==> config.mk <==
export PLATFORM = sky130hd
export DESIGN_NAME = trig_alu_core
export DESIGN_NICKNAME = d
export VERILOG_FILES = /design/src/rtl/trig_alu_pkg.sv /design/src/rtl/trig_alu_opsel.sv /design/src/rtl/trig_alu_exec.sv /design/src/rtl/trig_alu_loop.sv /design/src/rtl/trig_alu_core.sv
export SDC_FILE = /design/constraint.sdc
export NUM_CORES = 1
export LEC_CHECK = 0
export ABC_AREA = 1
export BUFFER_PORTS_ARGS = -buffer_cell sky130_fd_sc_hd__buf_4
export CAP_MARGIN = 20
export CORE_UTILIZATION = 55
export CTS_CLUSTER_SIZE = 30
export DETAILED_ROUTE_END_ITERATION = 7
export MAX_ROUTING_LAYER = met4
export PLACE_DENSITY = 0.78
export SLEW_MARGIN = 20
export SYNTH_ARGS = -nofsm -noshare
export SYNTH_HDL_FRONTEND = slang
export SYNTH_SLANG_ARGS = --single-unit
export TNS_END_PERCENT = 10
==> constraint.sdc <==
create_clock -name clk -period 6.2 [get_ports clk]
set_input_delay 0.31 -clock clk [delete_from_list [all_inputs] [get_ports clk]]
set_output_delay 0.31 -clock clk [all_outputs]
set_load 0.02 [all_outputs]
==> src/rtl/trig_alu_pkg.sv <==
package trig_alu_pkg;

   typedef enum logic [7:0] {
      OP_NOP  = 8'h00,
      OP_ADD  = 8'h01,
      OP_SUB  = 8'h02,
      OP_MIN  = 8'h03,
      OP_MAX  = 8'h04,
      OP_GT   = 8'h10,
      OP_GE   = 8'h11,
      OP_LT   = 8'h12,
      OP_LE   = 8'h13,
      OP_EQ   = 8'h14,
      OP_NE   = 8'h15,
      OP_LOOP = 8'h20
   } opcode_e;

   // what a single-cycle instruction does to the two outputs
   typedef struct packed {
      logic upd1;
      logic ee1;
      logic upd2;
      logic ee2;
   } effect_t;

   function automatic logic op_is_cmp(input logic [7:0] op);
      return (op >= OP_GT) && (op <= OP_NE);
   endfunction

endpackage

==> src/rtl/trig_alu_opsel.sv <==
module trig_alu_opsel #(
   parameter int DW   = 16,
   parameter int SELW = 5,
   localparam int NSRC = 2 ** SELW
) (
   input  logic [NSRC*DW-1:0] bus,
   input  logic [SELW-1:0]    sel,
   output logic [DW-1:0]      q
);

   always_comb begin
      q = '0;
      for (int i = 0; i < NSRC; i++) begin
         if (sel == SELW'(i)) q = bus[i*DW +: DW];
      end
   end

endmodule

==> src/rtl/trig_alu_exec.sv <==
module trig_alu_exec
   import trig_alu_pkg::*;
#(
   parameter int DW = 16
) (
   input  logic [7:0]    op,
   input  logic [DW-1:0] a,
   input  logic [DW-1:0] b,
   input  logic [DW-1:0] c,
   input  logic [DW-1:0] d,
   output logic [DW-1:0] res1,
   output logic [DW-1:0] res2,
   output effect_t       fx
);

   logic [DW:0] sum_w, dif_w;
   logic        a_gt, a_eq, cond;

   assign sum_w = {1'b0, a} + {1'b0, b};
   assign dif_w = {1'b0, a} - {1'b0, b};
   assign a_gt  = $signed(a) > $signed(b);
   assign a_eq  = (a == b);

   always_comb begin
      unique case (op)
         OP_GT:   cond = a_gt;
         OP_GE:   cond = a_gt | a_eq;
         OP_LT:   cond = ~(a_gt | a_eq);
         OP_LE:   cond = ~a_gt;
         OP_EQ:   cond = a_eq;
         OP_NE:   cond = ~a_eq;
         default: cond = 1'b0;
      endcase
   end

   always_comb begin
      res1 = '0;
      res2 = '0;
      fx   = '0;
      if (op == OP_ADD) begin
         res1 = sum_w[DW-1:0];
         res2 = DW'(sum_w[DW]);
         fx   = '{upd1: 1'b1, ee1: 1'b1, upd2: 1'b1, ee2: 1'b1};
      end else if (op == OP_SUB) begin
         res1 = dif_w[DW-1:0];
         res2 = DW'(dif_w[DW]);
         fx   = '{upd1: 1'b1, ee1: 1'b1, upd2: 1'b1, ee2: 1'b1};
      end else if (op == OP_MIN || op == OP_MAX) begin
         res1 = ((op == OP_MAX) == a_gt) ? a : b;
         fx   = '{upd1: 1'b1, ee1: 1'b1, upd2: 1'b0, ee2: 1'b0};
      end else if (op_is_cmp(op)) begin
         res1 = c;
         res2 = cond ? c : d;
         fx   = '{upd1: cond, ee1: cond, upd2: 1'b1, ee2: 1'b1};
      end
   end

endmodule

==> src/rtl/trig_alu_loop.sv <==
module trig_alu_loop #(
   parameter int DW = 16
) (
   input  logic          clk,
   input  logic          rst_n,
   input  logic          go,
   input  logic [DW-1:0] start,
   input  logic [DW-1:0] stop,
   input  logic [DW-1:0] step,
   input  logic [DW-1:0] gap,
   output logic          emit,
   output logic [DW-1:0] emit_val,
   output logic          exit_now,
   output logic          running
);

   logic [DW-1:0]        cur;
   logic [DW-1:0]        wait_cnt;
   logic signed [DW:0]   nxt_w;
   logic                 first_ok, cont;

   // one extra bit so that a step past the top of the range never wraps back below the end
   assign nxt_w    = $signed({cur[DW-1], cur}) + $signed({step[DW-1], step});
   assign cont     = nxt_w < $signed({stop[DW-1], stop});
   assign first_ok = $signed(start) < $signed(stop);

   always_comb begin
      emit     = 1'b0;
      exit_now = 1'b0;
      emit_val = start;
      if (!running) begin
         if (go) begin
            emit     = first_ok;
            exit_now = ~first_ok;
         end
      end else if (wait_cnt == '0) begin
         if (cont) begin
            emit     = 1'b1;
            emit_val = nxt_w[DW-1:0];
         end else begin
            exit_now = 1'b1;
         end
      end
   end

   always_ff @(posedge clk or negedge rst_n) begin
      if (!rst_n) begin
         running  <= 1'b0;
         cur      <= '0;
         wait_cnt <= '0;
      end else if (emit) begin
         running  <= 1'b1;
         cur      <= emit_val;
         wait_cnt <= gap;
      end else if (exit_now) begin
         running  <= 1'b0;
      end else if (running) begin
         wait_cnt <= wait_cnt - 1'b1;
      end
   end

endmodule

==> src/rtl/trig_alu_core.sv <==
module trig_alu_core
   import trig_alu_pkg::*;
#(
   parameter int DW   = 16,
   parameter int NCH  = 12,
   parameter int NRF  = 8,
   parameter int SELW = 5
) (
   input  logic              clk,
   input  logic              rst_n,
   input  logic [NCH*DW-1:0] ch_data,
   input  logic [NCH-1:0]    ch_ee,
   input  logic [7:0]        cfg_opcode,
   input  logic [SELW-1:0]   cfg_sel_a,
   input  logic [SELW-1:0]   cfg_sel_b,
   input  logic [SELW-1:0]   cfg_sel_c,
   input  logic [SELW-1:0]   cfg_sel_d,
   input  logic [SELW-1:0]   cfg_sel_en,
   input  logic [SELW-1:0]   cfg_sel_init,
   input  logic              cfg_init_use,
   input  logic              cfg_init_kind,
   input  logic [DW-1:0]     cfg_init_val,
   input  logic [NRF*DW-1:0] cfg_consts,
   output logic [DW-1:0]     out1_data,
   output logic              out1_ee,
   output logic [DW-1:0]     out2_data,
   output logic              out2_ee
);

   localparam int NSRC    = 2 ** SELW;
   localparam int SLOT_FB = NCH + NRF;   // own first-output data on the data bus
   localparam int EE_FB1  = NCH;         // own first-output enable on the enable bus
   localparam int EE_FB2  = NCH + 1;     // own second-output enable on the enable bus

   if (SLOT_FB + 1 > NSRC) begin : g_bad_dbus
      $error("data bus sources exceed selector range");
   end
   if (EE_FB2 + 1 > NSRC) begin : g_bad_ebus
      $error("enable bus sources exceed selector range");
   end
   if (DW < 2) begin : g_bad_dw
      $error("data width too small");
   end

   logic [NSRC*DW-1:0]         dbus;
   logic [NSRC-1:0]            ebus;
   logic [3:0][SELW-1:0]       opnd_sel;
   logic [3:0][DW-1:0]         opnd;
   logic                       fire, init_bit, init_hit, is_loop;
   logic [DW-1:0]              preset, res1, res2, lp_val;
   logic                       lp_emit, lp_exit, loop_busy;
   effect_t                    fx;

   for (genvar i = 0; i < NSRC; i++) begin : g_dbus
      if (i < NCH) begin : g_ch
         assign dbus[i*DW +: DW] = ch_data[i*DW +: DW];
      end else if (i < SLOT_FB) begin : g_rf
         assign dbus[i*DW +: DW] = cfg_consts[(i-NCH)*DW +: DW];
      end else if (i == SLOT_FB) begin : g_fb
         assign dbus[i*DW +: DW] = out1_data;
      end else begin : g_zero
         assign dbus[i*DW +: DW] = '0;
      end
   end

   for (genvar i = 0; i < NSRC; i++) begin : g_ebus
      if (i < NCH) begin : g_ch
         assign ebus[i] = ch_ee[i];
      end else if (i == EE_FB1) begin : g_fb1
         assign ebus[i] = out1_ee;
      end else if (i == EE_FB2) begin : g_fb2
         assign ebus[i] = out2_ee;
      end else begin : g_zero
         assign ebus[i] = 1'b0;
      end
   end

   assign opnd_sel = {cfg_sel_d, cfg_sel_c, cfg_sel_b, cfg_sel_a};

   for (genvar k = 0; k < 4; k++) begin : g_opnd
      trig_alu_opsel #(.DW(DW), .SELW(SELW)) u_sel (
         .bus (dbus),
         .sel (opnd_sel[k]),
         .q   (opnd[k])
      );
   end

   trig_alu_opsel #(.DW(1), .SELW(SELW)) u_en_sel (
      .bus (ebus),
      .sel (cfg_sel_en),
      .q   (fire)
   );

   trig_alu_opsel #(.DW(1), .SELW(SELW)) u_init_sel (
      .bus (ebus),
      .sel (cfg_sel_init),
      .q   (init_bit)
   );

   assign is_loop  = (cfg_opcode == OP_LOOP);
   assign init_hit = cfg_init_use & init_bit;
   assign preset   = cfg_init_kind ? opnd[1] : cfg_init_val;

   trig_alu_exec #(.DW(DW)) u_exec (
      .op   (cfg_opcode),
      .a    (opnd[0]),
      .b    (opnd[1]),
      .c    (opnd[2]),
      .d    (opnd[3]),
      .res1 (res1),
      .res2 (res2),
      .fx   (fx)
   );

   trig_alu_loop #(.DW(DW)) u_loop (
      .clk      (clk),
      .rst_n    (rst_n),
      .go       (fire & is_loop),
      .start    (opnd[0]),
      .stop     (opnd[1]),
      .step     (opnd[2]),
      .gap      (opnd[3]),
      .emit     (lp_emit),
      .emit_val (lp_val),
      .exit_now (lp_exit),
      .running  (loop_busy)
   );

   always_ff @(posedge clk or negedge rst_n) begin
      if (!rst_n) begin
         out1_data <= '0;
         out1_ee   <= 1'b0;
         out2_data <= '0;
         out2_ee   <= 1'b0;
      end else begin
         out1_ee <= 1'b0;
         out2_ee <= 1'b0;
         if (is_loop) begin
            if (lp_emit) begin
               out1_data <= lp_val;
               out1_ee   <= 1'b1;
            end
            if (lp_exit) out2_ee <= 1'b1;
         end else if (fire) begin
            if (fx.upd1) out1_data <= res1;
            if (fx.upd2) out2_data <= res2;
            out1_ee <= fx.ee1;
            out2_ee <= fx.ee2;
         end
         if (init_hit) begin
            out1_data <= preset;
            out1_ee   <= 1'b0;
         end
      end
   end

endmodule

==> results of run 1 <==
## through the flow
stage / utilization [%] / hold WS [ns] / TNS [ns] / area, µm² / cells
after CTS: 71.6 / 0.118 / 0 / 23900 / 4735
after detailed placement: 70.6 / 0.468 / -5.29 / 23600 / 4719
after global placement: 70.6 / 0.464 / -0.0153 / 23600 / 4719
after floorplan: - / 0.0144 / 0 / 18600 / 3759
## cell usage after synthesis (52+ instances only)
master | instances | area share, %
o211ai_1 | 58 | 2.3
o21ai_0 | 211 | 5.7
inv_1 | 508 | 10
nor3_1 | 52 | 1.4
nand3_1 | 190 | 5.1
nand4_1 | 216 | 7.3
dfrtp_1 | 67 | 9.0
a21oi_1 | 209 | 5.6
clkbuf_1 | 108 | 2.2
nor2_1 | 412 | 8.3
ha_1 | 65 | 4.4
nand2_1 | 1416 | 29
## cells by family after synthesis
group                    after synthesis  share of synthesized area [%]
AO/OA/AOI/OAI                        583                           18.0
XOR/XNOR                              37                           1.88
adder cells (fa/ha/maj)               68                           4.69
buffers and inverters                666                           13.7
flip-flops                            67                           9.01
AND/OR/NAND/NOR                     2338                           52.7
## routing by layer
metal,GRT overflow,GRT usage [%]
met3,0,46.3
met4,4,66.4
met5,-,-
met1,0,72.4
met2,3,88.6
==> impl_metrics.yaml, run 1 <==
logic_synthesis:
  syn_nets: 4217
  ys.flop_type: "dfrtp_1"
  ys_types: 58
  synth-edff-count: 0
  yosysWarnings: 0
  seq_area_frac_synth_pct: 9.01
  synth_cells: 3759
  async_flop_share_pct: 100
  syn_area_per_cell_um2: 4.95
  ys_ff_latch: 67
  synthesis.area_um2: 18600
place:
  gp_congestion: 1.29
  pre_cts_slack_ns: -0.167
  place_hpwl_um: 87000
  io_buffer_count: 423
grt:
  grt_max_degree: 68
  gr-total-overflow: 7
  track_usage_pct: 70.5
  grt_pass1_wl_um: 176000
  grt_pass1_vias: 28600
status:
  stop_stage: "global routing"
  status: "aborted with a tool error"
  firstError: "[ERROR GRT-0116] Global routing finished with congestion. Check the congestion regions in the DRC Viewer."
floorplan:
  die_h_um: 186
  rows: 67
  die_w_um: 186
  io_pins: 424
  initial_utilization_pct: 55.7
clocking:
  clk_path_buf_depth: 2
  clkSinkCount: 67
  cts_setup_buffers: 0
  cts_max_level: 3
  root_buffer: "clkbuf_16"
  cts_resized: 0
  hold_buffers: 0
  cts_made_buffers: 9
==> inputs of run 2 (changes only) <==
- CORE_UTILIZATION: 55 -> 40
- CTS_CLUSTER_SIZE: 30 -> unset
- MAX_ROUTING_LAYER: met4 -> unset
- PLACE_DENSITY: 0.78 -> unset
- PLACE_DENSITY_LB_ADDON: unset -> 0.15
==> impl_metrics.yaml, run 2 <==
status:
  status: "complete, but fails checks"
  violations: "design-rule violations"
drt:
  vias: 29400
  drt_pass1_iterations: 8
  wire_per_inst_um: 23.7
  wl_um: 118000
  drc_errors: 3
  vias_per_cell: 5.89
  drt-initial-drc-count: 4729
  ant_nets: 0
sta:
  worst-slew-pin-transition_ns: 0.949
  max-slew-margin-rel_pct: 36.8
  setup_violations: 0
  hold_viol_final: 0
  drv_slew: 0
  period_share_pct: 99.5
  fmax_mhz: 162
  min_period_ns: 6.17
  fin_tns_setup_ns: 0
  skew_ns: 0.0101
  rsz0062_at_grt: "true"
place:
  place_hpwl_um: 95600
  gp_congestion: 1.10
  io_buffer_count: 423
cells_and_area:
  fillers: 4948
  areaGrowthSynthToFinish_pct: 37.3
  drive_gt1_share_pct: 20.7
  final_cell_mix: "1402 x nand2_1, 694 x buf_4, 495 x inv_1"
  nNetsFinal: 4829
  final_common_cell: "nand2_1"
floorplan:
  io_pins: 424
  die_area_um2: 47400
  die_h_um: 218
  initial_utilization_pct: 40.8
  core-area_um2: 45700
  die_w_um: 218
  rows: 78
logic_synthesis:
  synthesis.area_um2: 18600
  seq_area_frac_synth_pct: 9.01
  syn_nets: 4217
  ys_types: 58
  yosys.cell_count.top_type: "nand2_1"
  ys.flop_type: "dfrtp_1"
  async_flop_share_pct: 100
  syn_area_per_cell_um2: 4.95
  synth.largest_area_cell: "nand2_1"
  yosysWarnings: 0
  synth_area_leaders: "nand2_1 29%, inv_1 10%, dfrtp_1 9.0%"
  ys_top_cells_by_count: "1416 x nand2_1, 508 x inv_1, 412 x nor2_1"
  synth-edff-count: 0
  ys_ff_latch: 67
  synth_cells: 3759
  synth_top_area_share_pct: 28.6
worst_setup_path:
  r2r_end: "u_loop.wait_cnt[8]$_DFFE_PN0P_"
  crit_path_end_kind: "flop"
  cp_max_fo: 8
  worst_path_max_delay_cell: "ha_1"
  reg2reg_slack_ns: 1.05
  critPathArrivalTime_ns: 6.39
  cpPeakStageDelay_ns: 0.33
  worstRegToRegCells: 30
  crit_path_start_kind: "primary input"
  worst_r2r_startpoint: "out1_data[1]$_DFFE_PN0P_"
  path_class: "primary input to flop"
  cp.required_ns: 6.42
  cp_common_cell: "nand2_1"
grt:
  grt_max_degree: 68
  grt_pass1_vias: 26100
  grt_pass1_wl_um: 166000
  track_usage_pct: 47.2
  gr-total-overflow: 0
  antenna_found_initial: 4
clocking:
  root_buffer: "clkbuf_16"
  cts_tree: "yes"
  path_clk_slew_ns: 0.06
  clkSinkCount: 67
  clk_latency_ns: 0.34
  clk_path_buf_depth: 2
  cts_max_level: 3
  cts_made_buffers: 9
pwr:
  power.leakage_uw: 0.0131
  total_power_uw: 4280
  p_per_area_nw_per_um2: 168
  peakVddDrop_mv: 0.257
run:
  maxCapViolations: 0
hold_path:
  worstHoldPathType: "primary input to async pin"
## run 2: cell counts after synthesis
No cell type changed its count.
## run 2: through the flow
step / util [%] / std cells / hold WS (ns) / worst slack, ns / area, µm²
3_5_place_dp: 53.1 / 4931 / 0.473 / -0.313 / 24300
3_3_place_gp: 53.1 / 4931 / 0.472 / -0.214 / 24300
5_1_grt: 56.0 / 4980 / 0.173 / -0.252 / 25600
4_1_cts: 53.9 / 4947 / 0.132 / 0.00497 / 24600
2_1_floorplan: - / 3759 / 0.0144 / 0.221 / 18600
6_report: 56.0 / 4981 / 0.105 / 0.0297 / 25600
## run 2: what timing repair did
action,CTS,global route
hold endpoints to repair,0,0
resized for setup,0,170
hold buffers,0,0
setup endpoints to repair,0,51
buffers inserted,0,22
## run 2: worst max path at each step
stage,from,to,slack (ns),depth (start not counted)
finish,cfg_sel_c[2],u_loop.wait_cnt[8]$_DFFE_PN0P_,0.03,43
global route,cfg_sel_c[1],out1_data[10]$_DFFE_PN0P_,-0.25,47
CTS,cfg_sel_c[1],u_loop.wait_cnt[10]$_DFFE_PN0P_,0.005,46
detailed placement,cfg_sel_c[1],u_loop.wait_cnt[10]$_DFFE_PN0P_,-0.31,46
global placement,cfg_sel_c[3],u_loop.wait_cnt[0]$_DFFE_PN0P_,-0.21,42
floorplan,cfg_sel_c[1],out1_data[15]$_DFFE_PN0P_,0.22,45
## run 2: cell type report
class / instances / area (µm²) / share of cell area, %
inverters: 533 / 2020 / 7.89
diodes: 5 / 12.5 / 0.0489
flip-flops and latches: 67 / 1680 / 6.56
well taps: 600 / 751 / 2.94
clock inverters: 6 / 114 / 0.445
clock buffers: 10 / 229 / 0.896
multi-input cells: 3026 / 14900 / 58.3
repair buffers: 734 / 5870 / 23.0
## run 2: power breakdown
group | switching, µW | total (µW) | leakage [µW] | internal (µW)
logic | 1850 | 3010 | 0.0120 | 1170
clock network | 219 | 613 | 0.000159 | 394
registers | 138 | 656 | 0.000921 | 518
## run 2: metal layers
| metal | global-route usage, % | up-vias | part of all wire (%) |
|---|---|---|---|
| met5 | 0 | - | 0 |
| met4 | 37.4 | 0 | 9.8 |
| met3 | 8.05 | 595 | 12 |
| met2 | 73.9 | 2361 | 43 |
| met1 | 57.0 | 13000 | 35 |
| li1 | - | 13400 | - |
## run 2: logic make-up (layout without fill, tap and decap cells)
family          after synthesis  in the layout  share of synthesized area (%)
compound gates              583            583                           18.0
xor+xnor                     37             37                           1.88
fa+ha+maj                    68             68                           4.69
buf+inv                     666           1283                           13.7
flops                        67             67                           9.01
other cells                   0              5                              0
simple gates               2338           2338                           52.7
## run 2: critical path: cells and delay by family
kind / cells / cell delay, ns
buf+inv: 13 / 1.62
simple gates: 23 / 3.01
compound gates: 4 / 0.58
xor+xnor: 1 / 0.22
fa+ha+maj: 2 / 0.64
Power figures use the tool's default switching activity.
